--- config.mk ---
export PLATFORM = sky130hd
export DESIGN_NAME = serial_irq_mask_ctl
export DESIGN_NICKNAME = d
export VERILOG_FILES = /design/src/rtl/sirq_pkg.sv /design/src/rtl/sirq_evt_cond.sv /design/src/rtl/sirq_mask_reg.sv /design/src/rtl/sirq_status_reg.sv /design/src/rtl/serial_irq_mask_ctl.sv
export SDC_FILE = /design/constraint.sdc
export NUM_CORES = 1
export LEC_CHECK = 0
export ABC_CLOCK_PERIOD_IN_PS = 1500
export CAP_MARGIN = 20
export CORE_UTILIZATION = 42
export CTS_CLUSTER_SIZE = 24
export DETAILED_ROUTE_END_ITERATION = 12
export PLACE_DENSITY_LB_ADDON = 0.25
export SETUP_SLACK_MARGIN = 0.5
export SLEW_MARGIN = 20
export SYNTH_ARGS = -nofsm -noshare
export SYNTH_HDL_FRONTEND = slang
export SYNTH_SLANG_ARGS = --single-unit
--- constraint.sdc ---
create_clock -name clk -period 1.5 [get_ports clk]
set_clock_uncertainty 0.1 [all_clocks]
set_input_delay 0.225 -clock clk [delete_from_list [all_inputs] [get_ports clk]]
set_output_delay 0.225 -clock clk [all_outputs]
set_load 0.02 [all_outputs]
--- src/rtl/sirq_pkg.sv ---
package sirq_pkg;
  parameter int unsigned EVT_W  = 9;
  parameter int unsigned MASK_W = 13;
  parameter int unsigned ADDR_W = 3;

  typedef logic [MASK_W-1:0] word_t;
  typedef logic [EVT_W-1:0]  evt_t;

  typedef enum logic [ADDR_W-1:0] {
    SEL_ENABLE  = 3'd0,
    SEL_DISABLE = 3'd1,
    SEL_MASK    = 3'd2,
    SEL_STATUS  = 3'd3,
    SEL_CHAN    = 3'd4
  } sel_e;

  // clear is applied after set, so a clear of the same bit wins
  function automatic word_t mask_next(word_t cur, logic s_we, word_t s,
                                      logic c_we, word_t c);
    word_t v;
    v = cur;
    if (s_we) v = v | s;
    if (c_we) v = v & ~c;
    return v;
  endfunction

  // acknowledge is applied first, so a fresh hit survives it
  function automatic word_t status_next(word_t cur, logic a_we, word_t a,
                                        word_t hit);
    word_t v;
    v = cur;
    if (a_we) v = v & ~a;
    return v | hit;
  endfunction

  function automatic word_t widen(evt_t e);
    return word_t'(e);
  endfunction
endpackage

--- src/rtl/sirq_evt_cond.sv ---
module sirq_evt_cond
  import sirq_pkg::*;
#(
  parameter evt_t LEVEL_BITS = 9'h01F
) (
  input  logic clk,
  input  logic rst_n,
  input  evt_t raw,
  output evt_t fire
);
  for (genvar g = 0; g < EVT_W; g++) begin : g_bit
    if (LEVEL_BITS[g]) begin : g_level
      logic prev_q;
      always_ff @(posedge clk or negedge rst_n) begin
        if (!rst_n) prev_q <= 1'b0;
        else        prev_q <= raw[g];
      end
      assign fire[g] = raw[g] & ~prev_q;
    end else begin : g_pulse
      assign fire[g] = raw[g];
    end
  end
endmodule

--- src/rtl/sirq_mask_reg.sv ---
module sirq_mask_reg
  import sirq_pkg::*;
(
  input  logic  clk,
  input  logic  rst_n,
  input  logic  set_we,
  input  word_t set_data,
  input  logic  clr_we,
  input  word_t clr_data,
  output word_t mask_q
);
  always_ff @(posedge clk or negedge rst_n) begin
    if (!rst_n) mask_q <= '0;
    else        mask_q <= mask_next(mask_q, set_we, set_data, clr_we, clr_data);
  end
endmodule

--- src/rtl/sirq_status_reg.sv ---
module sirq_status_reg
  import sirq_pkg::*;
(
  input  logic  clk,
  input  logic  rst_n,
  input  word_t hit,
  input  logic  ack_we,
  input  word_t ack_data,
  output word_t status_q,
  output logic  irq
);
  always_ff @(posedge clk or negedge rst_n) begin
    if (!rst_n) begin
      status_q <= '0;
      irq      <= 1'b0;
    end else begin
      status_q <= status_next(status_q, ack_we, ack_data, hit);
      irq      <= |status_q;
    end
  end
endmodule

--- src/rtl/serial_irq_mask_ctl.sv ---
module serial_irq_mask_ctl
  import sirq_pkg::*;
#(
  parameter evt_t LEVEL_BITS = 9'h01F,
  parameter evt_t CHAN_BITS  = 9'h01B
) (
  input  logic              clk,
  input  logic              rst_n,
  input  logic              set_we,
  input  logic [MASK_W-1:0] set_data,
  input  logic              clr_we,
  input  logic [MASK_W-1:0] clr_data,
  input  logic              ack_we,
  input  logic [MASK_W-1:0] ack_data,
  input  logic [EVT_W-1:0]  evt_in,
  input  logic [ADDR_W-1:0] rd_addr,
  output logic [MASK_W-1:0] rdata,
  output logic              irq
);
  evt_t  evt_fire;
  word_t evt_hit;
  word_t mask_q;
  word_t status_q;
  word_t chan_view;

  sirq_evt_cond #(.LEVEL_BITS(LEVEL_BITS)) u_cond (
    .clk  (clk),
    .rst_n(rst_n),
    .raw  (evt_in),
    .fire (evt_fire)
  );

  sirq_mask_reg u_mask (
    .clk     (clk),
    .rst_n   (rst_n),
    .set_we  (set_we),
    .set_data(set_data),
    .clr_we  (clr_we),
    .clr_data(clr_data),
    .mask_q  (mask_q)
  );

  // only events whose mask bit is already set reach the status word
  assign evt_hit = widen(evt_fire) & mask_q;

  sirq_status_reg u_stat (
    .clk     (clk),
    .rst_n   (rst_n),
    .hit     (evt_hit),
    .ack_we  (ack_we),
    .ack_data(ack_data),
    .status_q(status_q),
    .irq     (irq)
  );

  assign chan_view = widen(evt_in & CHAN_BITS);

  always_comb begin
    case (sel_e'(rd_addr))
      SEL_MASK:   rdata = mask_q;
      SEL_STATUS: rdata = status_q;
      SEL_CHAN:   rdata = chan_view;
      default:    rdata = '0;
    endcase
  end
endmodule

==> impl_results.md, run 1 <==
* Synthesized area per cell at 11.3 sq um
* Hold Buf Count CTS at 0
* CTS max path bufs at 2
* Cell taking the most area after synthesis: dfrtp_1
* Yosys reg bits at 32
* H-tree depth at 2
* Starting Density at 0.450
* Num CTS Buffers at 5
* Top cells by instance count after synthesis: dfrtp_1, a21oi_1, mux2i_1, nand2_1, nor2_1
* I/O pin cnt at 70
* Worst End Pin Type: top-level output
* Outcome: stopped before the end
* Yosys warnings at 0
* Antenna violations before repair at 0
* CTS Root Cell: clkbuf_4
* Fail Step: 5_1_grt
* Sequential share of the synthesized area at 0.573
* Pin count of the biggest net entering global routing at 33
* Most area-consuming cells after synthesis: dfrtp_1, a21oi_1, mux2i_1
* Die Span Y at about 60 um
* FP Rows at 20
* First error message: [ERROR DPL-0033] detailed placement checks failed during check placement.
* Main synth FF type: dfrtp_1
* Most common cell in the netlist: dfrtp_1
* Worst setup endpoint GRT: rdata[4]
* EDFF count, synth at 0
* Die width at 59.7 um
* Top cell type's share of synthesized area at 0.573
* HPWL after detailed placement at 3.56 mm
* Clock sinks at 32
* Synthesized area at 1400 sq um
* Placed cell areas at about 2500 sq um
* Port Buffer Count at 69
* Routability cong. at 0.761
* Post-synthesis cell count at roughly 120
* Syn Nets at 180
* Dpl cells at around 270
* Asr flop ratio synth at 1.00
* Distinct cells, synth at 18
logic make-up after synthesis:
| logic type | count (synthesis) | share of synthesized area |
|---|---|---|
| multiplexers | 13 | 0.0932 |
| AO/OA/AOI/OAI | 43 | 0.197 |
| flip-flops | 32 | 0.573 |
| buffers and inverters | 7 | 0.0394 |
| AND/OR/NAND/NOR | 29 | 0.0968 |
through the flow:
step	setup slack [ns]	hold slack (ns)	setup TNS, ns
after CTS	-0.00349	0.130	-0.00349
after detailed placement	-0.713	0.319	-8.92
after global placement	-0.699	0.303	-8.88
after floorplan	0.338	-0.171	0
repair_timing:
action | 4_1_cts
setup endpoints to repair | 15
buffers inserted | 8
pin swaps | 6
gates resized for setup | 116
hold endpoints to repair | 0
cloned | 0
==> run 2: changes to the inputs <==
- CORE_AREA: unset -> 2 2 63 65
- CORE_UTILIZATION: 42 -> unset
- CTS_CLUSTER_SIZE: 24 -> unset
- DIE_AREA: unset -> 0 0 65 67
- PLACE_DENSITY_LB_ADDON: 0.25 -> 0.15
- SETUP_SLACK_MARGIN: 0.5 -> unset
==> run 2 against run 1 <==
Effect of this change: synthesized area is the same; the run now ends clean; synthesized cell count is the same.
==> impl_results.md, run 2 <==
* Outcome: finished, final reports clean
* Layout Nets at approximately 280
* Antenna violations before repair at 0
* Asr flop ratio synth at 1.00 (unchanged)
* Clk_lat worst skew at between 0.2 and 0.3 ns
* N_diodes at 0
* Final antenna-violating net count at 0
* Sequential share of the synthesized area at 0.573 (unchanged)
* Share of cells above drive strength 1 at 0.240
* Most area-consuming cells after synthesis: dfrtp_1, a21oi_1, mux2i_1
* Power Density at 982 nW/um^2
* Synthesized area at 1400 sq um (unchanged)
* Core box area at ~3600 sq um
* Sum of negative setup slack at 0 ns
* WP data arrival at approximately 1.1 ns
* Wire length of the first global-routing pass at between 6 and 7 mm
* WL/cell at roughly 15 um
* Num CTS Buffers at 5 (unchanged)
* Max_slew headroom at 0.802
* Worst EP required at approximately 1.2 ns
* Top flop regs: u_mask.mask_q: 13 flops, u_stat.status_q: 13 flops, u_cond.g_bit.g_level.prev_q: 5 flops
* Dpl cells at 261 (-2.2%)
* Final wirelength at between 4 and 5 mm
* Starting Density at 0.387 (-0.0628)
* Leak at about 1.1 nW
* Post-synthesis cell count at 124 (unchanged)
* Full die area at 4360 sq um
* Cell taking the most area after synthesis: dfrtp_1
* TritonCTS clock tree: yes
* I/O pin cnt at 70 (unchanged)
* Synthesized area per cell at 11.3 sq um (unchanged)
* CTS max path bufs at 2 (unchanged)
* Routability cong. at 0.784 (+2.9%)
* Yosys warnings at 0 (unchanged)
* Hold Buf Count CTS at 0 (unchanged)
* EDFF count, synth at 0 (unchanged)
* Hold Crit Class: in -> async
* Maxcap violations at 0
* Vias in the first global route at between 1000 and 1500
* Port Buffer Count at 69 (unchanged)
* Main synth FF type: dfrtp_1
* Top cell type's share of synthesized area at 0.573 (unchanged)
* FILL cells at slightly above 300
* CP peak stage delay at 0.25 ns
* Max-slew violation count at 0
* Reg clk slew, reported paths at roughly 0.07 ns
* Syn Nets at 180 (unchanged)
* Fin crit share at 0.959
* DRT iter0 DRCs at a little over 50
* Most common cell in the netlist: dfrtp_1
* Crit path max fanout at 7
* Slowest CP cell: dlygate4sd2_1
* CTS Root Cell: clkbuf_8
* Distinct cells, synth at 18 (unchanged)
* Detailed-route DRC error count at 0
* HPWL after detailed placement at 3.13 mm (-12%)
* Max Freq at between 0.6 and 0.7 GHz
* Peak supply drop at between 0.0005 and 0.0006 V
* Tightest Pin Transition at 0.297 ns
* Grt ovf at 0
* Area delta synth->final at 71.1%
* CP Capture Type: output pin
* H-tree depth at 2 (unchanged)
* Die Span Y at 67 um (+12%)
* Most common cell after layout, fill and taps aside: clkdlybuf4s50_1
* Via Count at about 1300
* Crit path time final at 1.44 ns
* Setup violators final at 0
* Startpoint types: primary input
* Drt pass-1 iters at 4
* Pin count of the biggest net entering global routing at 33
* Gr usage total at 0.213
* FP Rows at 22 (+10%)
* Final cell count without fillers at ~270
* Drt via density at a little under 5
* Setup Crit Path Kind: in -> out
* Final hold vios at 0
* RSZ-0062 raised after global routing: no
* Die width at 65 um (+9.0%)
* Critical Path, Cell by Cell: dlygate4sd2_1 > nand2b_1 > buf_4 > nor2_1 > buf_4
* Setup bufs post-CTS at 0 (-8)
* Top cells by instance count after synthesis: dfrtp_1, a21oi_1, mux2i_1, nand2_1, nor2_1
* Most frequent cells in the layout: clkdlybuf4s50_1, dfrtp_1, buf_4
* CP dominant cell by count: buf_4
* Clock sinks at 32 (unchanged)
* Yosys reg bits at 32 (unchanged)
[run 2: cell counts after synthesis]
Identical to the previous run, type by type.
[run 2: layout make-up]
type / instances / area [sq um] / share of cell area
clock buffers: 5 / 68.8 / 0.0288
clock inverters: 3 / 42.5 / 0.0178
inverters: 1 / 3.75 / 0.00157
multi-input cells: 85 / 562 / 0.235
flip-flops and latches: 32 / 801 / 0.335
well taps: 48 / 60.1 / 0.0251
repair buffers: 95 / 852 / 0.357
[run 2: worst paths after layout]
kind	startpoint	endpoint	slack [ns]	cells past startpoint
hold reg to reg	u_cond.g_bit[1].g_level.prev_q$_DFF_PN0_	u_stat.status_q[1]$_DFF_PN0_	0.32	1
hold / removal	rst_n	u_mask.mask_q[1]$_DFF_PN0_	0.21	2
max in group asynchronous	rst_n	u_stat.status_q[9]$_DFFE_PN0P_	0.91	2
setup reg to reg	u_stat.status_q[3]$_DFF_PN0_	u_stat.irq$_DFF_PN0_	0.34	3
min in group clk	evt_in[2]	u_cond.g_bit[2].g_level.prev_q$_DFF_PN0_	0.31	1
setup / recovery	rd_addr[2]	rdata[5]	0.06	5
[run 2: stage by stage]
stage / util / power [mW] / instance area, sq um / worst slack (ns) / hold WS [ns]
6_report: 0.663 / 2.35 / 2390 / 0.0608 / 0.214
5_1_grt: 0.663 / 2.47 / 2390 / 0.000413 / 0.237
4_1_cts: 0.659 / 2.36 / 2380 / 0.0197 / 0.219
3_5_place_dp: 0.639 / 1.56 / 2300 / -0.689 / 0.318
3_3_place_gp: 0.639 / 1.54 / 2300 / -0.649 / 0.299
2_1_floorplan: - / 1.20 / 1400 / 0.232 / -0.171
[run 2: layer usage]
metal	global-route usage	share of wire	routed length, um	vias to the layer above
met2	0.362	0.51	2110	50
met1	0.249	0.41	1700	640
met5	0	0	0	-
li1	-	-	-	639
met4	0.0904	0.014	59	0
met3	0.0642	0.061	253	6
[run 2: critical path: cells and delay by family]
kind | cells | cell delay (ns)
buffers and inverters | 3 | 0.59
AND/OR/NAND/NOR | 2 | 0.30
[run 2: what timing repair did]
item | CTS | global route
pin swaps | 1 | 0
gates resized for setup | 65 | 7
endpoints found under the setup margin | 14 | 7
gates cloned | 0 | 0
[run 2: cell families (layout without fill, tap and decap cells)]
family                 Yosys count  in the layout  share of synthesized area
AOI/OAI and AO/OA               43             43                      0.197
buffers and inverters            7            104                     0.0394
DFF                             32             32                      0.573
muxes                           13             13                     0.0932
and+or+nand+nor                 29             29                     0.0968
[run 2: where the power goes]
| group | internal [mW] | switching, mW | total (mW) |
|---|---|---|---|
| logic | 0.316 | 0.214 | 0.530 |
| registers | 0.950 | 0.0572 | 1.01 |
| clock network | 0.491 | 0.318 | 0.809 |
| total | 1.76 | 0.589 | 2.35 |
(Power assumes the default switching activity.)
==> run 3: changes to the inputs <==
- MAX_ROUTING_LAYER: unset -> met4
==> run 3 against run 2 <==
Effect of this change: clock power about the same; setup slack about the same; critical path depth is the same; largest cell class unchanged.
==> impl_results.md, run 3 (synthesis gave the netlist of run 2 again) <==
* Outcome: finished, final reports clean
* Sum of negative setup slack at 0 ns (unchanged)
* Grt ovf at 0 (unchanged)
* Setup violators final at 0 (unchanged)
* Die Span Y at 67 um (unchanged)
* Final antenna-violating net count at 0 (unchanged)
* Dpl cells at 261 (unchanged)
* R2r setup slk at 0.34 ns (about the same)
* Grt met2 use at 0.362 (unchanged)
* I/O pin cnt at 70 (unchanged)
* Drt via density at 4.97 (+0.15%)
* Share of cells above drive strength 1 at 0.240 (unchanged)
* Wire length of the first global-routing pass at 6.69 mm (-0.19%)
* Startpoint types: primary input
* Final wirelength at 4.11 mm (-0.19%)
* Core box area at 3610 sq um (unchanged)
* Pin count of the biggest net entering global routing at 33 (unchanged)
* DRT iter0 DRCs at 65 (+27%)
* H-tree depth at 2 (unchanged)
* HPWL after detailed placement at 3.13 mm (unchanged)
* Clock sinks at 32 (unchanged)
* WP data arrival at 1.11 ns (about the same)
* CTS max path bufs at 2 (unchanged)
* Port Buffer Count at 69 (unchanged)
* RSZ-0062 raised after global routing: no
* CTS Root Cell: clkbuf_8
* FP Rows at 22 (unchanged)
* Final cell count without fillers at 269 (unchanged)
* Setup Crit Path Kind: in -> out
* Fin crit share at 0.960 (about the same)
* Detailed-route DRC error count at 0 (unchanged)
* Reg clk slew, reported paths at 0.07 ns (about the same)
* Gr usage total at 0.218 (+0.00537)
* Routability cong. at 0.794 (+1.4%)
* Starting Density at 0.387 (unchanged)
* Crit path time final at 1.44 ns (+0.000221 ns)
* Maxcap violations at 0 (unchanged)
* Clk_lat worst skew at 0.28 ns (about the same)
* Vias in the first global route at 1413 (+0.21%)
* Die width at 65 um (unchanged)
* Full die area at 4360 sq um (unchanged)
* Worst hold slack at 0.216 ns (+0.00141 ns)
* Peak supply drop at 0.000562 V (about the same)
* Setup bufs post-CTS at 0 (unchanged)
* CP Capture Type: output pin
* Max-slew violation count at 0 (unchanged)
* Switching pwr at 0.587 mW (-0.42%)
* Max_slew headroom at 0.802 (about the same)
* Via Count at 1337 (+0.15%)
* Comb pwr share at 0.226 (about the same)
* Hold Crit Class: in -> async
* Most frequent cells in the layout: clkdlybuf4s50_1, dfrtp_1, buf_4
* Antenna violations before repair at 0 (unchanged)
* Hold Buf Count CTS at 0 (unchanged)
* Num CTS Buffers at 5 (unchanged)
* Clk network pwr share at 0.344 (about the same)
* Most common cell after layout, fill and taps aside: clkdlybuf4s50_1
* Max Freq at 0.695 GHz (about the same)
* Drt pass-1 iters at 4 (unchanged)
* GRT Max-Usage Layer: met2
* Area delta synth->final at 71.1% (unchanged)
* TritonCTS clock tree: yes
* Leak at 1.09 nW (unchanged)
* Crit path max fanout at 7 (unchanged)
* Met3 GRT Util at 0.0642 (unchanged)
* WL/cell at 15.3 um (-0.19%)
* Top flop regs: u_mask.mask_q: 13 flops, u_stat.status_q: 13 flops, u_cond.g_bit.g_level.prev_q: 5 flops
* R2R depth at 3 (unchanged)
* Layout Nets at 276 (unchanged)
* Final hold vios at 0 (unchanged)
* Sequential Power Share at 0.430 (about the same)
* P_int at 1.76 mW (about the same)
* N_diodes at 0 (unchanged)
* Worst EP required at 1.17 ns (about the same)
* Power Density at 981 nW/um^2 (-0.10%)
* Tightest Pin Transition at 0.297 ns (-0.0000207 ns)
* Met1 usage at 0.248 (-0.00108)
* Sw Ratio at 0.250 (-0.000781)
run 3: what timing repair did:
action / CTS / global route
pin swaps: 1 / 0
resized for setup: 65 / 7
endpoints found under the setup margin: 14 / 7
run 3: final cells by class:
| type | count | area, sq um |
|---|---|---|
| repair buffers | 95 | 852 |
| inverters | 1 | 3.75 |
| fillers | 310 | 1220 |
| flip-flops and latches | 32 | 801 |
| multi-input cells | 85 | 562 |
| well taps | 48 | 60.1 |
| clock inverters | 3 | 42.5 |
| clock buffers | 5 | 68.8 |
run 3: stage by stage:
step | setup WS [ns] | power [mW] | util | area (sq um)
2_1_floorplan | 0.232 | 1.20 | - | 1400
3_3_place_gp | -0.649 | 1.54 | 0.639 | 2300
3_5_place_dp | -0.689 | 1.56 | 0.639 | 2300
4_1_cts | 0.0197 | 2.36 | 0.659 | 2380
5_1_grt | 0.000413 | 2.47 | 0.663 | 2390
6_report | 0.0606 | 2.34 | 0.663 | 2390
run 3: layer usage:
layer	routed length [um]	share of wire	vias up
li1	-	-	639
met1	1690	0.41	642
met2	2100	0.51	50
met3	253	0.062	6
met4	59	0.014	0
met5	0	0	-
run 3: worst max-delay path: stages:
cell and delay, ns:
dlygate4sd2_1 0.25, nand2b_1 0.16, buf_4 0.18, nor2_1 0.14, buf_4 0.16
run 3: final timing paths:
kind	start	end
setup / recovery	rd_addr[2]	rdata[5]
hold / removal	rst_n	u_stat.irq$_DFF_PN0_
setup reg to reg	u_stat.status_q[3]$_DFF_PN0_	u_stat.irq$_DFF_PN0_
hold reg to reg	u_cond.g_bit[1].g_level.prev_q$_DFF_PN0_	u_stat.status_q[1]$_DFF_PN0_
max in group asynchronous	rst_n	u_stat.status_q[9]$_DFFE_PN0P_
min in group clk	evt_in[2]	u_cond.g_bit[2].g_level.prev_q$_DFF_PN0_
run 3: power by group through the flow:
| stage | Sequential (mW) | Clock [mW] | Combinational, mW |
|---|---|---|---|
| final | 1.01 | 0.806 | 0.530 |
| after global routing | 1.02 | 0.878 | 0.576 |
| after CTS | 1.01 | 0.823 | 0.529 |
| after detailed placement | 1.02 | 0 | 0.537 |
| after global placement | 1.01 | 0 | 0.525 |
| after floorplan | 1.01 | 0 | 0.193 |
